$ cat config.mk
export PLATFORM = sky130hd
export DESIGN_NAME = intr_class_sel
export DESIGN_NICKNAME = d
export VERILOG_FILES = /design/src/rtl/intr_sel_pkg.sv /design/src/rtl/intr_qcount.sv /design/src/rtl/intr_io_scan.sv /design/src/rtl/intr_ext_pick.sv /design/src/rtl/intr_class_sel.sv
export SDC_FILE = /design/constraint.sdc
export NUM_CORES = 1
export LEC_CHECK = 0
export CAP_MARGIN = 20
export CORE_MARGIN = 2
export CORE_UTILIZATION = 68
export DETAILED_ROUTE_END_ITERATION = 12
export DONT_BUFFER_PORTS = 1
export GPL_ROUTABILITY_DRIVEN = 0
export PLACE_DENSITY = 0.84
export SYNTH_ARGS = -nofsm -noshare
export SYNTH_HDL_FRONTEND = slang
export SYNTH_SLANG_ARGS = --single-unit
$ cat constraint.sdc
create_clock -name clk -period 5.9 [get_ports clk]
set_clock_uncertainty 0.1 [all_clocks]
set_input_delay 1.18 -clock clk [delete_from_list [all_inputs] [get_ports clk]]
set_output_delay 1.18 -clock clk [all_outputs]
set_load 0.02 [all_outputs]
$ cat src/rtl/intr_sel_pkg.sv
package intr_sel_pkg;
  typedef enum logic [2:0] {
    CLS_PGM  = 3'd0,
    CLS_SVC  = 3'd1,
    CLS_MCHK = 3'd2,
    CLS_EXT  = 3'd3,
    CLS_IO   = 3'd4
  } cls_e;

  localparam int NUM_CLS = 5;

  typedef enum logic [1:0] {
    EXT_NONE  = 2'd0,
    EXT_QUEUE = 2'd1,
    EXT_CKC   = 2'd2,
    EXT_CPT   = 2'd3
  } ext_src_e;

  localparam logic [15:0] CODE_QUEUED = 16'h0000;
  localparam logic [15:0] CODE_CKC    = 16'h1004;
  localparam logic [15:0] CODE_CPT    = 16'h1005;
endpackage

$ cat src/rtl/intr_qcount.sv
module intr_qcount #(
  parameter int DEPTH = 4
) (
  input  logic clk,
  input  logic rst_n,
  input  logic push,
  input  logic pop,
  output logic nonempty
);
  localparam int CW = $clog2(DEPTH + 1);

  logic [CW-1:0] cnt;
  logic          full, inc, dec;

  assign full     = (cnt == CW'(DEPTH));
  assign nonempty = (cnt != '0);
  assign dec      = pop && nonempty;
  assign inc      = push && (!full || dec);

  always_ff @(posedge clk) begin
    if (!rst_n)
      cnt <= '0;
    else if (inc && !dec)
      cnt <= cnt + CW'(1);
    else if (dec && !inc)
      cnt <= cnt - CW'(1);
  end
endmodule

$ cat src/rtl/intr_io_scan.sv
module intr_io_scan #(
  parameter int NSUB = 8,
  parameter int SW   = 3
) (
  input  logic [NSUB-1:0] nonempty,
  input  logic [NSUB-1:0] enable,
  output logic            hit,
  output logic [SW-1:0]   sub
);
  always_comb begin
    hit = 1'b0;
    sub = '0;
    for (int i = NSUB - 1; i >= 0; i--) begin
      if (nonempty[i] && enable[i]) begin
        hit = 1'b1;
        sub = SW'(i);
      end
    end
  end
endmodule

$ cat src/rtl/intr_ext_pick.sv
module intr_ext_pick
  import intr_sel_pkg::*;
(
  input  logic        queued,
  input  logic        ckc,
  input  logic        cpt,
  output logic        hit,
  output ext_src_e    src,
  output logic [15:0] code
);
  always_comb begin
    hit  = 1'b1;
    src  = EXT_NONE;
    code = CODE_QUEUED;
    if (queued) begin
      src = EXT_QUEUE;
    end else if (ckc) begin
      src  = EXT_CKC;
      code = CODE_CKC;
    end else if (cpt) begin
      src  = EXT_CPT;
      code = CODE_CPT;
    end else begin
      hit = 1'b0;
    end
  end
endmodule

$ cat src/rtl/intr_class_sel.sv
module intr_class_sel
  import intr_sel_pkg::*;
#(
  parameter int NSUB  = 8,
  parameter int DEPTH = 4,
  localparam int SW   = $clog2(NSUB)
) (
  input  logic               clk,
  input  logic               rst_n,
  input  logic               take_i,
  input  logic               pgm_i,
  input  logic               svc_i,
  input  logic               psw_mchk_i,
  input  logic               psw_ext_i,
  input  logic               psw_io_i,
  input  logic               cr_mchk_en_i,
  input  logic [NSUB-1:0]    cr_io_en_i,
  input  logic               mchk_push_i,
  input  logic               ext_push_i,
  input  logic               ckc_req_i,
  input  logic               cpt_req_i,
  input  logic               io_push_i,
  input  logic [SW-1:0]      io_push_sub_i,
  output logic [NUM_CLS-1:0] grant_o,
  output logic [SW-1:0]      io_sub_o,
  output logic [15:0]        ext_code_o,
  output logic [2:0]         pend_o
);
  logic            mchk_ne, ext_ne;
  logic [NSUB-1:0] io_ne, io_push_vec, io_pop_vec;
  logic            pop_mchk, pop_ext, clr_ckc, clr_cpt;
  logic            ckc_q, cpt_q;
  logic            ext_hit, io_hit;
  ext_src_e        ext_src;
  logic [15:0]     ext_code;
  logic [SW-1:0]   io_sel;

  logic [NUM_CLS-1:0] nxt_grant;
  logic [SW-1:0]      nxt_sub;
  logic [15:0]        nxt_code;

  intr_qcount #(.DEPTH(DEPTH)) u_mchk_q (
    .clk(clk), .rst_n(rst_n), .push(mchk_push_i), .pop(pop_mchk), .nonempty(mchk_ne)
  );

  intr_qcount #(.DEPTH(DEPTH)) u_ext_q (
    .clk(clk), .rst_n(rst_n), .push(ext_push_i), .pop(pop_ext), .nonempty(ext_ne)
  );

  for (genvar g = 0; g < NSUB; g++) begin : g_io
    assign io_push_vec[g] = io_push_i && (io_push_sub_i == SW'(g));
    intr_qcount #(.DEPTH(DEPTH)) u_io_q (
      .clk(clk), .rst_n(rst_n), .push(io_push_vec[g]), .pop(io_pop_vec[g]),
      .nonempty(io_ne[g])
    );
  end

  intr_ext_pick u_ext_pick (
    .queued(ext_ne), .ckc(ckc_q), .cpt(cpt_q),
    .hit(ext_hit), .src(ext_src), .code(ext_code)
  );

  intr_io_scan #(.NSUB(NSUB), .SW(SW)) u_io_scan (
    .nonempty(io_ne), .enable(cr_io_en_i), .hit(io_hit), .sub(io_sel)
  );

  // Class decision: synchronous first, then mchk, ext, io.
  always_comb begin
    nxt_grant  = '0;
    nxt_sub    = '0;
    nxt_code   = '0;
    pop_mchk   = 1'b0;
    pop_ext    = 1'b0;
    clr_ckc    = 1'b0;
    clr_cpt    = 1'b0;
    io_pop_vec = '0;
    if (take_i) begin
      if (pgm_i) begin
        nxt_grant[CLS_PGM] = 1'b1;
      end else if (svc_i) begin
        nxt_grant[CLS_SVC] = 1'b1;
      end else if (psw_mchk_i && mchk_ne) begin
        // Disabled in the control register: hold everything, deliver nothing.
        if (cr_mchk_en_i) begin
          nxt_grant[CLS_MCHK] = 1'b1;
          pop_mchk            = 1'b1;
        end
      end else if (psw_ext_i && ext_hit) begin
        nxt_grant[CLS_EXT] = 1'b1;
        nxt_code           = ext_code;
        unique case (ext_src)
          EXT_QUEUE: pop_ext = 1'b1;
          EXT_CKC:   clr_ckc = 1'b1;
          EXT_CPT:   clr_cpt = 1'b1;
          default:   ;
        endcase
      end else if (psw_io_i && io_hit) begin
        nxt_grant[CLS_IO]  = 1'b1;
        nxt_sub            = io_sel;
        io_pop_vec[io_sel] = 1'b1;
      end
    end
  end

  always_ff @(posedge clk) begin
    if (!rst_n) begin
      ckc_q <= 1'b0;
      cpt_q <= 1'b0;
    end else begin
      if (ckc_req_i)    ckc_q <= 1'b1;
      else if (clr_ckc) ckc_q <= 1'b0;
      if (cpt_req_i)    cpt_q <= 1'b1;
      else if (clr_cpt) cpt_q <= 1'b0;
    end
  end

  always_ff @(posedge clk) begin
    if (!rst_n) begin
      grant_o    <= '0;
      io_sub_o   <= '0;
      ext_code_o <= '0;
    end else begin
      grant_o    <= nxt_grant;
      io_sub_o   <= nxt_sub;
      ext_code_o <= nxt_code;
    end
  end

  assign pend_o = {(|io_ne), (ext_ne || ckc_q || cpt_q), mchk_ne};
endmodule

== Word level (Yosys, flattened, before mapping) ==
Cells that the tools add are included.
Storage, ports and cells
  logic and storage cells: 283
  output and inout bits: 27
  register bits: 56
Cells by class
  equal/unequal tests: 20
  multiplexer cells: 83
  bitwise logic cells: 4
  add/sub/neg operators: 20
  order comparisons: 2
  reduce and logical (&&, ||, !) cells: 134
Operators with widths (number)
  2-to-1 mux 3 bit: 28
  logical AND 1 bit: 60
  2-to-1 mux 8 bit: 6
  2-to-1 mux 1 bit: 43
  equality test 3 bit (second input constant): 14
  adder 3 x 1 -> 3 bit (second input constant): 10
  zero test 1 bit: 30
  nonzero test 3 bit: 10
  subtractor 3 x 1 -> 3 bit (second input constant): 10
  2-to-1 mux 13 bit: 2
  nonzero test 2 bit: 12
  OR reduction 8 bit: 2
  OR reduction 7 bit: 2
  logical OR 1 bit: 12
  equality test 3 x 2 -> 1 bit (second input constant): 2
  2-to-1 mux 2 bit: 3
  OR reduction 6 bit: 1
  OR reduction 5 bit: 1
  equality test 2 bit (second input constant): 2
  < comparator 3 x 4 -> 1 bit (second input constant): 1
  NOT 1 bit: 4
  OR reduction 4 bit: 1
  demux 1 bit (select 3 bit): 1
  equality test 3 x 1 -> 1 bit (second input constant): 1
  other kinds (5): 5

== Depth between registers and ports, before layout ==
Gate-level depths: netlist of the first run.
  depth after elaboration: 27
  gate-level depth with buffers: 11

== Cells and area by module ==
A second synthesis of the first run with hierarchy kept.
Second synthesis, totals
  cells, all modules: 324
  area, all modules: 3036.7 um2
Modules (own cells, without submodules)
  intr_qcount: sequential area each 60.1 um2, instances 10, area each 180.2 um2, cells an instance 18
  intr_class_sel: sequential area each 520.5 um2, instances 1, area each 959.7 um2, cells an instance 103
  intr_ext_pick: sequential area each 0.0 um2, instances 1, area each 150.1 um2, cells an instance 22
  intr_io_scan: sequential area each 0.0 um2, instances 1, area each 125.1 um2, cells an instance 19

== Worst setup path after synthesis of the first run ==
No wires, ideal clock.
  path type: input to register
  start point: input port svc_i
  end point: register g_io[3].u_io_q.cnt[2]
  path buffers: 0
  stages on the path: 11
  slack: 2.345 ns
  arrival: 3.384 ns
  path through: nor2_1 > nand4b_4 > nor2_4 > nand4_1 > a311oi_1 > ha_1 > inv_1 > fa_1 > xor2_1 > or3_1 > a21oi_1
On the way
  word-level cells in the longest chain between the ends: 9
  elaborated cells between the ends (all ways): 12
  those cells by class: mux: 4; reduce/logical: 8
Ends and longest elaborated chain
  start, declared: line intr_class_sel.sv:12  | input logic svc_i,
  2-to-1 mux 8 bit *: line intr_class_sel.sv:80  | end else if (svc_i) begin
  2-to-1 mux 8 bit *: line intr_class_sel.sv:78  | if (pgm_i) begin
  2-to-1 mux 8 bit *: line intr_class_sel.sv:77  | if (take_i) begin
  logical AND 1 bit *: line intr_qcount.sv:17  | assign dec = pop && nonempty;
  logical OR 1 bit: line intr_qcount.sv:18  | assign inc = push && (!full || dec);
  logical AND 1 bit: line intr_qcount.sv:18
  zero test 1 bit: line intr_qcount.sv:25  | else if (dec && !inc)
  logical AND 1 bit: line intr_qcount.sv:25
  nonzero test 2 bit (no source line)
  end signal, assigned: line intr_qcount.sv:24  | cnt <= cnt + CW'(1);
  end signal, assigned: line intr_qcount.sv:26  | cnt <= cnt - CW'(1);
  end, declared: line intr_qcount.sv:12  | logic [CW-1:0] cnt;
Mark *: on every way between the ends. The rest lies on a longest branch, timed or not.
A chain may end at the register's enable or synchronous reset.

== Worst setup path after layout of the first run ==
Ends and elaborated chain as after synthesis.

==> metrics.cfg, run 1 <==
[critical_path]
r2r-end=g_io[3].u_io_q.cnt[2]
category_of_the_most_critical_setup_path=in -> reg
cp-startpoint=svc_i
capture_point_of_the_worst_path=g_io[3].u_io_q.cnt[2]
worstSetupStartpointType=primary input
ff2ff_path_depth=11
cp-end-kind=register
required_ps=6030
cp_max_fo=5
register_to_register_path_setup_slack_ps=2810
worst_r2r_startpoint=u_mchk_q.cnt[0]
crit_arrival_ps=3580

[floorplanning]
die_height_um=65.9
floorplan.die.width_um=65.9
floorplan.core_area_mm2=0.00366
total_die_area_mm2=0.00434
floorplan.rows=22
starting_density=0.711
top_level_ports=52

[placed_design]
cell_area_after_placement_mm2=0.00258
placement.io_buffers=0
dpl_worst_slack_ps=2100
place.detailed.hpwl_um=3590
post-place-cells=322

[clock_tree]
worstSkewPairLatency_ps=290
cts.clk_slew.worst_paths_ps=80
cts_hold_buf=0
clock_tree_from_tritoncts=yes
cts.root.buffer_cell=sky130_fd_sc_hd__clkbuf_8
cts_repair_resize_count=0
cts_setup_buffers=0
sinks_on_the_clock_net=42
htreeDepth=2
tritoncts.num_buffers=5
cts-root-to-sink-buffers=2

[cells_and_area]
most_frequent_standard_cell_in_the_layout_excluding_fill_and_tap_cells=sky130_fd_sc_hd__nor2_1
final_cell_count_no_fill=331
finish.instance_area_mm2=0.00272
fillerInstances=268
final_cell_mix=sky130_fd_sc_hd__nor2_1, sky130_fd_sc_hd__dfxtp_1, sky130_fd_sc_hd__xor2_1
final_core_util=0.743
drive_gt1_frac=0.0848
final_nets=327
n_antenna_cell=0
area_growth_pct=4.57

[job]
max_cap_violations=0

[detailed_routing]
drt_wl_total_um=4720
drc=0
avgViaCountPerCell=5.80
drt_pass1_iterations=4
first_iter_violations=70
post_drt_wl_per_cell_um=14.3
count_of_antenna_violating_nets_left_after_detailed_routing=0
via_count=1920

[timing]
hold_violations=0
hold_slack_ps=368
final.min_clock_period_ps=3450
finalSetupViolations=0
drv_slew=0
grt_setup_unrepaired=false
min_period_over_period=0.585
final.setup.tns_ps=0
timing.final.ws_setup_ps=2450
max_freq_ghz=0.290

[power]
irDropWorstVdd_mv=0.143
total_leakage_power_nw=1.13
power_mw=0.731
power.density_cell_area_mw_per_mm2=269

[yosys]
synth_cells=280
mapped_cell_area_mm2=0.00260
post_synth.cell_area_avg_um2=9.29
synth_seq_cells=42
ys_types=46
synth-warning-count=0
synth_enable_flop_cells=0
postSynth.topFlopCell=sky130_fd_sc_hd__dfxtp_1
synth_sequential_area_ratio=0.323
ys_async_sr_fraction=0

[global_routing]
groute.usage.overall=0.247
maximum_number_of_pins_on_one_net_before_global_route_repair=34
via_count_of_the_first_global_routing_pass=1871
globalRouteOverflowTotal=0
grt_antenna_before_repair=0
wire_length_of_the_first_global_routing_pass_um=8130

[outcome]
status=completed

[hold_path]
hold_path_class=reg -> reg

==> kinds of logic after synthesis <==
family                     share of synthesized area
AOI/OAI and AO/OA                              0.154
xor gates and xnor gates                      0.0673
adders and majority gates                      0.125
buffers and inverters                         0.0693
DFF                                            0.323
muxes                                         0.0385
other                                        0.00144
and+or+nand+nor                                0.221
==> layout make-up <==
class                      count  area, µm²  share of cell area
sequential                    42        841               0.309
clock buffer                   6       72.6              0.0267
clock inverter                 2       37.5              0.0138
inverter                      15       56.3              0.0207
tap                           48       60.1              0.0221
timing repair buffer           1       27.5              0.0101
multi-input combinational    217       1630               0.598
==> worst max-delay path: stages <==
cell                       delay [ps]
sky130_fd_sc_hd__nor2_1           220
sky130_fd_sc_hd__nand4b_4         200
sky130_fd_sc_hd__nor2_4           180
sky130_fd_sc_hd__nand4_1          140
sky130_fd_sc_hd__a311oi_1         320
sky130_fd_sc_hd__ha_1             230
sky130_fd_sc_hd__inv_1             70
sky130_fd_sc_hd__fa_1             430
sky130_fd_sc_hd__xor2_1           160
sky130_fd_sc_hd__or3_1            300
sky130_fd_sc_hd__a21oi_1          140
==> sequential cells by signal, indices dropped and copies added, names as in the netlist <==
register	flops
ckc_q	1
io_sub_o	3
u_mchk_q.cnt	3
u_ext_q.cnt	3
g_io.u_io_q.cnt	24
grant_o	5
cpt_q	1
ext_code_o	2
==> per-layer routing <==
layer | part of all wire | global-route usage | vias up | routed length (µm)
met3 | 0.083 | 0.0767 | 11 | 393
met2 | 0.47 | 0.403 | 68 | 2220
met4 | 0.022 | 0.0964 | 0 | 102
li1 | - | - | 958 | -
met1 | 0.43 | 0.304 | 883 | 2010
met5 | 0 | 0 | - | 0
==> Yosys cell counts (3+ instances only) <==
cell type / count / area, µm²
sky130_fd_sc_hd__o21ai_0: 12 / 60.1
sky130_fd_sc_hd__xor2_1: 20 / 175
sky130_fd_sc_hd__nor4bb_1: 4 / 40.0
sky130_fd_sc_hd__mux2i_1: 10 / 100
sky130_fd_sc_hd__or3_1: 12 / 75.1
sky130_fd_sc_hd__o31a_1: 6 / 52.6
sky130_fd_sc_hd__fa_1: 10 / 200
sky130_fd_sc_hd__ha_1: 10 / 125
sky130_fd_sc_hd__o31ai_1: 3 / 22.5
sky130_fd_sc_hd__nand3_1: 3 / 15.0
sky130_fd_sc_hd__a311oi_1: 3 / 26.3
sky130_fd_sc_hd__dfxtp_1: 42 / 841
sky130_fd_sc_hd__a21oi_1: 12 / 60.1
sky130_fd_sc_hd__nor2_1: 43 / 161
sky130_fd_sc_hd__a31oi_1: 4 / 25.0
sky130_fd_sc_hd__inv_1: 15 / 56.3
sky130_fd_sc_hd__o31ai_4: 3 / 63.8
sky130_fd_sc_hd__nand4_1: 4 / 25.0
sky130_fd_sc_hd__nand2_1: 13 / 48.8
sky130_fd_sc_hd__buf_4: 15 / 113
sky130_fd_sc_hd__nand2b_1: 6 / 37.5
==> worst min-delay path by stage <==
stage / startpoint / endpoint / cells after the start
after global placement: ckc_q / ext_code_o[0] / 1
after floorplan: ckc_q / ext_code_o[0] / 1
after global routing: ckc_q / ext_code_o[0] / 1
after detailed placement: ckc_q / ext_code_o[0] / 1
after CTS: ckc_q / ext_code_o[0] / 1
final: ckc_q / ext_code_o[0] / 1
==> where the power goes <==
group / leakage, nW / internal [mW] / switching [mW]
Combinational: 0.733 / 0.0704 / 0.100
Sequential: 0.342 / 0.304 / 0.0286
Clock: 0.0514 / 0.126 / 0.101
Total: 1.13 / 0.501 / 0.230
Power figures use the tool's default switching activity.
==> run 2, diff against run 1 <==
--- a/config.mk
+++ b/config.mk
@@ -7,11 +7,11 @@
 export LEC_CHECK = 0
 export CAP_MARGIN = 20
 export CORE_MARGIN = 2
-export CORE_UTILIZATION = 68
+export CORE_UTILIZATION = 57
 export DETAILED_ROUTE_END_ITERATION = 12
 export DONT_BUFFER_PORTS = 1
 export GPL_ROUTABILITY_DRIVEN = 0
-export PLACE_DENSITY = 0.84
+export PLACE_DENSITY = 0.75
 export SYNTH_ARGS = -nofsm -noshare
 export SYNTH_HDL_FRONTEND = slang
 export SYNTH_SLANG_ARGS = --single-unit
==> constraint.sdc (replaced) <==
create_clock -name clk -period 2.85 [get_ports clk]
set_clock_uncertainty 0.1 [all_clocks]
set_input_delay 0.57 -clock clk [delete_from_list [all_inputs] [get_ports clk]]
set_output_delay 0.57 -clock clk [all_outputs]
set_load 0.02 [all_outputs]
==> metrics.cfg, run 2 (synthesis results as in run 1) <==
[power]
power.share.clock=0.287
total_leakage_power_nw=1.39
irDropWorstVdd_mv=0.229
power_mw=1.63
net-switching-power_mw=0.509
seq_power_share=0.412
part_of_the_power_in_combinational_logic=0.301
proportion_of_total_power_due_to_net_switching=0.313
power.density_cell_area_mw_per_mm2=501
internal_power_mw=1.12

[cells_and_area]
most_frequent_standard_cell_in_the_layout_excluding_fill_and_tap_cells=sky130_fd_sc_hd__buf_4
final_core_util=0.741
drive_gt1_frac=0.337
largest_register_ff_count=24
area_growth_pct=24.9
multi_input_comb_area_mm2=0.00175
seq_area_um2=846
fillerInstances=356
final_cell_count_no_fill=390
final_nets=382
most_flop_heavy_register=g_io.u_io_q.cnt
n_antenna_cell=0
largestRegisters=g_io.u_io_q.cnt x24, grant_o x5
final_cell_mix=sky130_fd_sc_hd__buf_4, sky130_fd_sc_hd__nor2_1, sky130_fd_sc_hd__dfxtp_1

[critical_path]
worstSetupStartpointType=register
crit_arrival_ps=3070
required_ps=2970
cpMostUsedCell=sky130_fd_sc_hd__buf_4
cp_slowest_cell=sky130_fd_sc_hd__or3_1
cp-end-kind=register
slowest_stage_delay_cp_ps=390
register_to_register_path_setup_slack_ps=-100
cp_cell_sequence=o31ai_4 -> buf_4 -> o21ai_0 -> a31oi_1 -> o21ai_4 -> buf_4 -> nand2_1 -> ha_2 -> inv_1 -> fa_2 -> xor2_1 -> or3_1 -> a21oi_2
cp_max_fo=8
category_of_the_most_critical_setup_path=reg -> reg

[floorplanning]
floorplan.rows=24
total_die_area_mm2=0.00512
starting_density=0.593
die_height_um=71.6
top_level_ports=52
floorplan.die.width_um=71.6
floorplan.core_area_mm2=0.00438

[timing]
finalSetupViolations=3
final.min_clock_period_ps=2950
final.setup.tns_ps=-224
tightest_slew_ps=527
timing.final.ws_setup_ps=-99.8
drv_slew=0
slew_headroom=0.649
hold_violations=0
min_period_over_period=1.04
max_freq_ghz=0.339
grt_setup_unrepaired=true

[global_routing]
grt_antenna_before_repair=0
globalRouteOverflowTotal=0
wire_length_of_the_first_global_routing_pass_um=9430
groute.usage.overall=0.229
via_count_of_the_first_global_routing_pass=2101
maximum_number_of_pins_on_one_net_before_global_route_repair=19

[placed_design]
placement.io_buffers=0
place.detailed.hpwl_um=4190
dpl_worst_slack_ps=-134
post-place-cells=370

[clock_tree]
cts.root.buffer_cell=sky130_fd_sc_hd__clkbuf_8
clock_tree_from_tritoncts=yes
cts-root-to-sink-buffers=2
worstSkewPairLatency_ps=300
htreeDepth=2
sinks_on_the_clock_net=42
cts.clk_slew.worst_paths_ps=90
tritoncts.num_buffers=5

[job]
max_cap_violations=0

[detailed_routing]
drt_pass1_iterations=4
first_iter_violations=88
drc=0
avgViaCountPerCell=5.62
post_drt_wl_per_cell_um=15.0
count_of_antenna_violating_nets_left_after_detailed_routing=0
drt_wl_total_um=5870
via_count=2191

[outcome]
failed_checks=negative setup slack
status=complete, but fails checks

[hold_path]
hold_path_class=in -> reg

==> run 2: through the flow <==
step / cell area, µm² / hold slack (ps)
2_1_floorplan: 2660 / 337
3_3_place_gp: 2930 / 351
3_5_place_dp: 2930 / 358
4_1_cts: 3110 / 277
5_1_grt: 3250 / 270
6_report: 3250 / 280
==> run 2: worst paths after layout <==
kind | depth (start not counted) | end | startpoint
worst max-delay path | 13 | g_io[6].u_io_q.cnt[2] | g_io[2].u_io_q.cnt[1]
worst min-delay path | 2 | grant_o[3] | rst_n
worst max register to register | 13 | g_io[6].u_io_q.cnt[2] | g_io[2].u_io_q.cnt[1]
worst min register to register | 1 | ext_code_o[0] | ckc_q
==> run 2: critical path, delay by kind of cell (launching register included) <==
| kind | cells | cell delay [ps] |
|---|---|---|
| AO/OA/AOI/OAI | 5 | 920 |
| adder cells (fa/ha/maj) | 2 | 510 |
| AND/OR/NAND/NOR | 2 | 460 |
| buffers and inverters | 3 | 380 |
| flip-flops | 1 | 350 |
| XOR/XNOR | 1 | 150 |
==> run 2: layout make-up <==
class,instances,area share
Multi-Input combinational cell,217,0.539
Sequential cell,42,0.260
Timing Repair Buffer,56,0.131
Clock buffer,7,0.0235
Tap cell,52,0.0200
Inverter,15,0.0173
Clock inverter,1,0.00924
==> run 2: power groups by stage <==
stage	logic, mW	clock network [mW]	registers (mW)
6_report	0.491	0.467	0.671
5_1_grt	0.545	0.502	0.677
4_1_cts	0.462	0.474	0.670
3_5_place_dp	0.445	0	0.683
3_3_place_gp	0.435	0	0.680
2_1_floorplan	0.322	0	0.693
==> run 2: layer usage <==
layer,share of wire,GRT usage
met1,0.42,0.297
met2,0.51,0.384
met3,0.065,0.0591
met4,0.014,0.0566
met5,0,0
==> run 2: timing repair <==
action,4_1_cts,5_1_grt
gates resized for setup,16,19
pin swaps,14,27
hold buffers,0,0
setup buffers,2,10
endpoints found under the setup margin,7,9
==> run 3, diff against run 2 <==
--- a/config.mk
+++ b/config.mk
@@ -8,10 +8,11 @@
 export CAP_MARGIN = 20
 export CORE_MARGIN = 2
 export CORE_UTILIZATION = 57
+export CTS_CLUSTER_SIZE = 10
 export DETAILED_ROUTE_END_ITERATION = 12
 export DONT_BUFFER_PORTS = 1
 export GPL_ROUTABILITY_DRIVEN = 0
-export PLACE_DENSITY = 0.75
+export PLACE_DENSITY = 0.85
 export SYNTH_ARGS = -nofsm -noshare
 export SYNTH_HDL_FRONTEND = slang
 export SYNTH_SLANG_ARGS = --single-unit
==> metrics.cfg, run 3 (synthesis results as in run 1) <==
[outcome]
status=complete, but fails checks
failed_checks=negative setup slack

[global_routing]
groute.usage.overall=0.241
wire_length_of_the_first_global_routing_pass_um=9740
maximum_number_of_pins_on_one_net_before_global_route_repair=19
via_count_of_the_first_global_routing_pass=2222
grt_antenna_before_repair=0
globalRouteOverflowTotal=0

[floorplanning]
starting_density=0.593
die_height_um=71.6
floorplan.rows=24
top_level_ports=52
total_die_area_mm2=0.00512
floorplan.die.width_um=71.6
floorplan.core_area_mm2=0.00438

[cells_and_area]
largestRegisters=g_io.u_io_q.cnt x24, grant_o x5
final_core_util=0.748
drive_gt1_frac=0.337
multi_input_comb_area_mm2=0.00176
n_antenna_cell=0
most_frequent_standard_cell_in_the_layout_excluding_fill_and_tap_cells=sky130_fd_sc_hd__buf_4
largest_register_ff_count=24
seq_area_um2=841
final_cell_mix=sky130_fd_sc_hd__buf_4, sky130_fd_sc_hd__dfxtp_1, sky130_fd_sc_hd__nor2_1
final_nets=385
most_flop_heavy_register=g_io.u_io_q.cnt
area_growth_pct=26.0
fillerInstances=305

[critical_path]
worstSetupStartpointType=register
crit_arrival_ps=3100
cp_cell_sequence=o31ai_2 -> nand4_2 -> nor4_4 -> nand2_2 -> o2bb2ai_2 -> ha_2 -> inv_1 -> fa_2 -> xor2_1 -> or3_1 -> a21oi_2
cp_max_fo=3
category_of_the_most_critical_setup_path=reg -> reg
cp-end-kind=register
slowest_stage_delay_cp_ps=450
required_ps=3000
cp_slowest_cell=sky130_fd_sc_hd__nor4_4

[power]
part_of_the_power_in_combinational_logic=0.319
irDropWorstVdd_mv=0.262
seq_power_share=0.420
proportion_of_total_power_due_to_net_switching=0.336
total_leakage_power_nw=1.41
power.density_cell_area_mw_per_mm2=487
internal_power_mw=1.06
power.share.clock=0.262
net-switching-power_mw=0.536

[detailed_routing]
drt_pass1_iterations=4
count_of_antenna_violating_nets_left_after_detailed_routing=0
first_iter_violations=151
avgViaCountPerCell=5.76
post_drt_wl_per_cell_um=16.6
via_count=2265
drt_wl_total_um=6540
drc=0

[timing]
tightest_slew_ps=533
final.setup.tns_ps=-221
timing.final.ws_setup_ps=-98.7
hold_violations=0
max_freq_ghz=0.339
final.min_clock_period_ps=2950
drv_slew=0
finalSetupViolations=5
min_period_over_period=1.03
slew_headroom=0.644
grt_setup_unrepaired=true

[clock_tree]
tritoncts.num_buffers=5
worstSkewPairLatency_ps=310
cts.root.buffer_cell=sky130_fd_sc_hd__clkbuf_8
clock_tree_from_tritoncts=yes
htreeDepth=2
cts_hold_buf=0
cts-root-to-sink-buffers=2
sinks_on_the_clock_net=42
cts.clk_slew.worst_paths_ps=80

[hold_path]
hold_path_class=in -> reg

[placed_design]
place.detailed.hpwl_um=4270
placement.io_buffers=0

[job]
max_cap_violations=0

run 3: cell count changes in the layout (fill, tap and decap cells not counted), sizes merged:
| cell | before | now |
|---|---|---|
| clkinv | 0 | 1 |
| clkinvlp | 0 | 1 |
| buf | 56 | 59 |
| clkbuf | 7 | 6 |
| bufinv | 1 | 0 |
run 3: metal layers:
metal  global-route usage  up-vias  part of all wire
met1                0.279     1093              0.40
met3               0.0731       21             0.062
met2                0.404       78              0.51
met4                0.119        0             0.029
met5                    0        -                 0
li1                     -     1073                 -
run 3: metrics by stage:
step           instance area (µm²)  hold slack, ps  instances  setup slack (ps)  power (mW)
2_1_floorplan                 2660             337        292             -8.37        1.02
3_3_place_gp                  2950             361        373             -47.8        1.11
3_5_place_dp                  2950             367        373              -143        1.13
4_1_cts                       3160             273        385             -62.8        1.56
5_1_grt                       3280             265        393              -233        1.68
6_report                      3280             267        393             -98.7        1.59
run 3: cell type report:
| cell class | instances | share of cell area |
|---|---|---|
| tap | 52 | 0.0198 |
| clock buffer | 6 | 0.0252 |
| clock inverter | 2 | 0.00382 |
| timing repair buffer | 59 | 0.141 |
| multi-input combinational | 217 | 0.536 |
| inverter | 15 | 0.0172 |
| sequential | 42 | 0.256 |
run 3: worst max-delay path, delay by kind of cell, from the launching register on:
family / cells / cell delay, ps
AND/OR/NAND/NOR: 4 / 1110
adder cells (fa/ha/maj): 2 / 550
flip-flops: 1 / 340
buffers and inverters: 1 / 60
AO/OA/AOI/OAI: 3 / 590
XOR/XNOR: 1 / 150
run 3: worst paths after layout:
kind,startpoint,to,cells past startpoint,slack (ps)
max reg2reg,g_io[1].u_io_q.cnt[0],g_io[7].u_io_q.cnt[2],11,-100
min reg2reg,ckc_q,ext_code_o[0],1,380
min,rst_n,grant_o[3],2,270
max,g_io[1].u_io_q.cnt[0],g_io[7].u_io_q.cnt[2],11,-100
run 3: power groups by stage:
stage / clock, mW / combinational, mW / sequential [mW]
6_report: 0.418 / 0.508 / 0.669
5_1_grt: 0.450 / 0.558 / 0.675
4_1_cts: 0.415 / 0.472 / 0.668
3_5_place_dp: 0 / 0.453 / 0.681
3_3_place_gp: 0 / 0.434 / 0.679
2_1_floorplan: 0 / 0.322 / 0.693
run 3: repair_timing:
item | in CTS | in global routing
buffers inserted | 4 | 8
pin swaps | 16 | 18
endpoints found under the hold margin | 0 | 0
gates resized for setup | 18 | 13
gates cloned | 0 | 0
setup endpoints to repair | 7 | 10
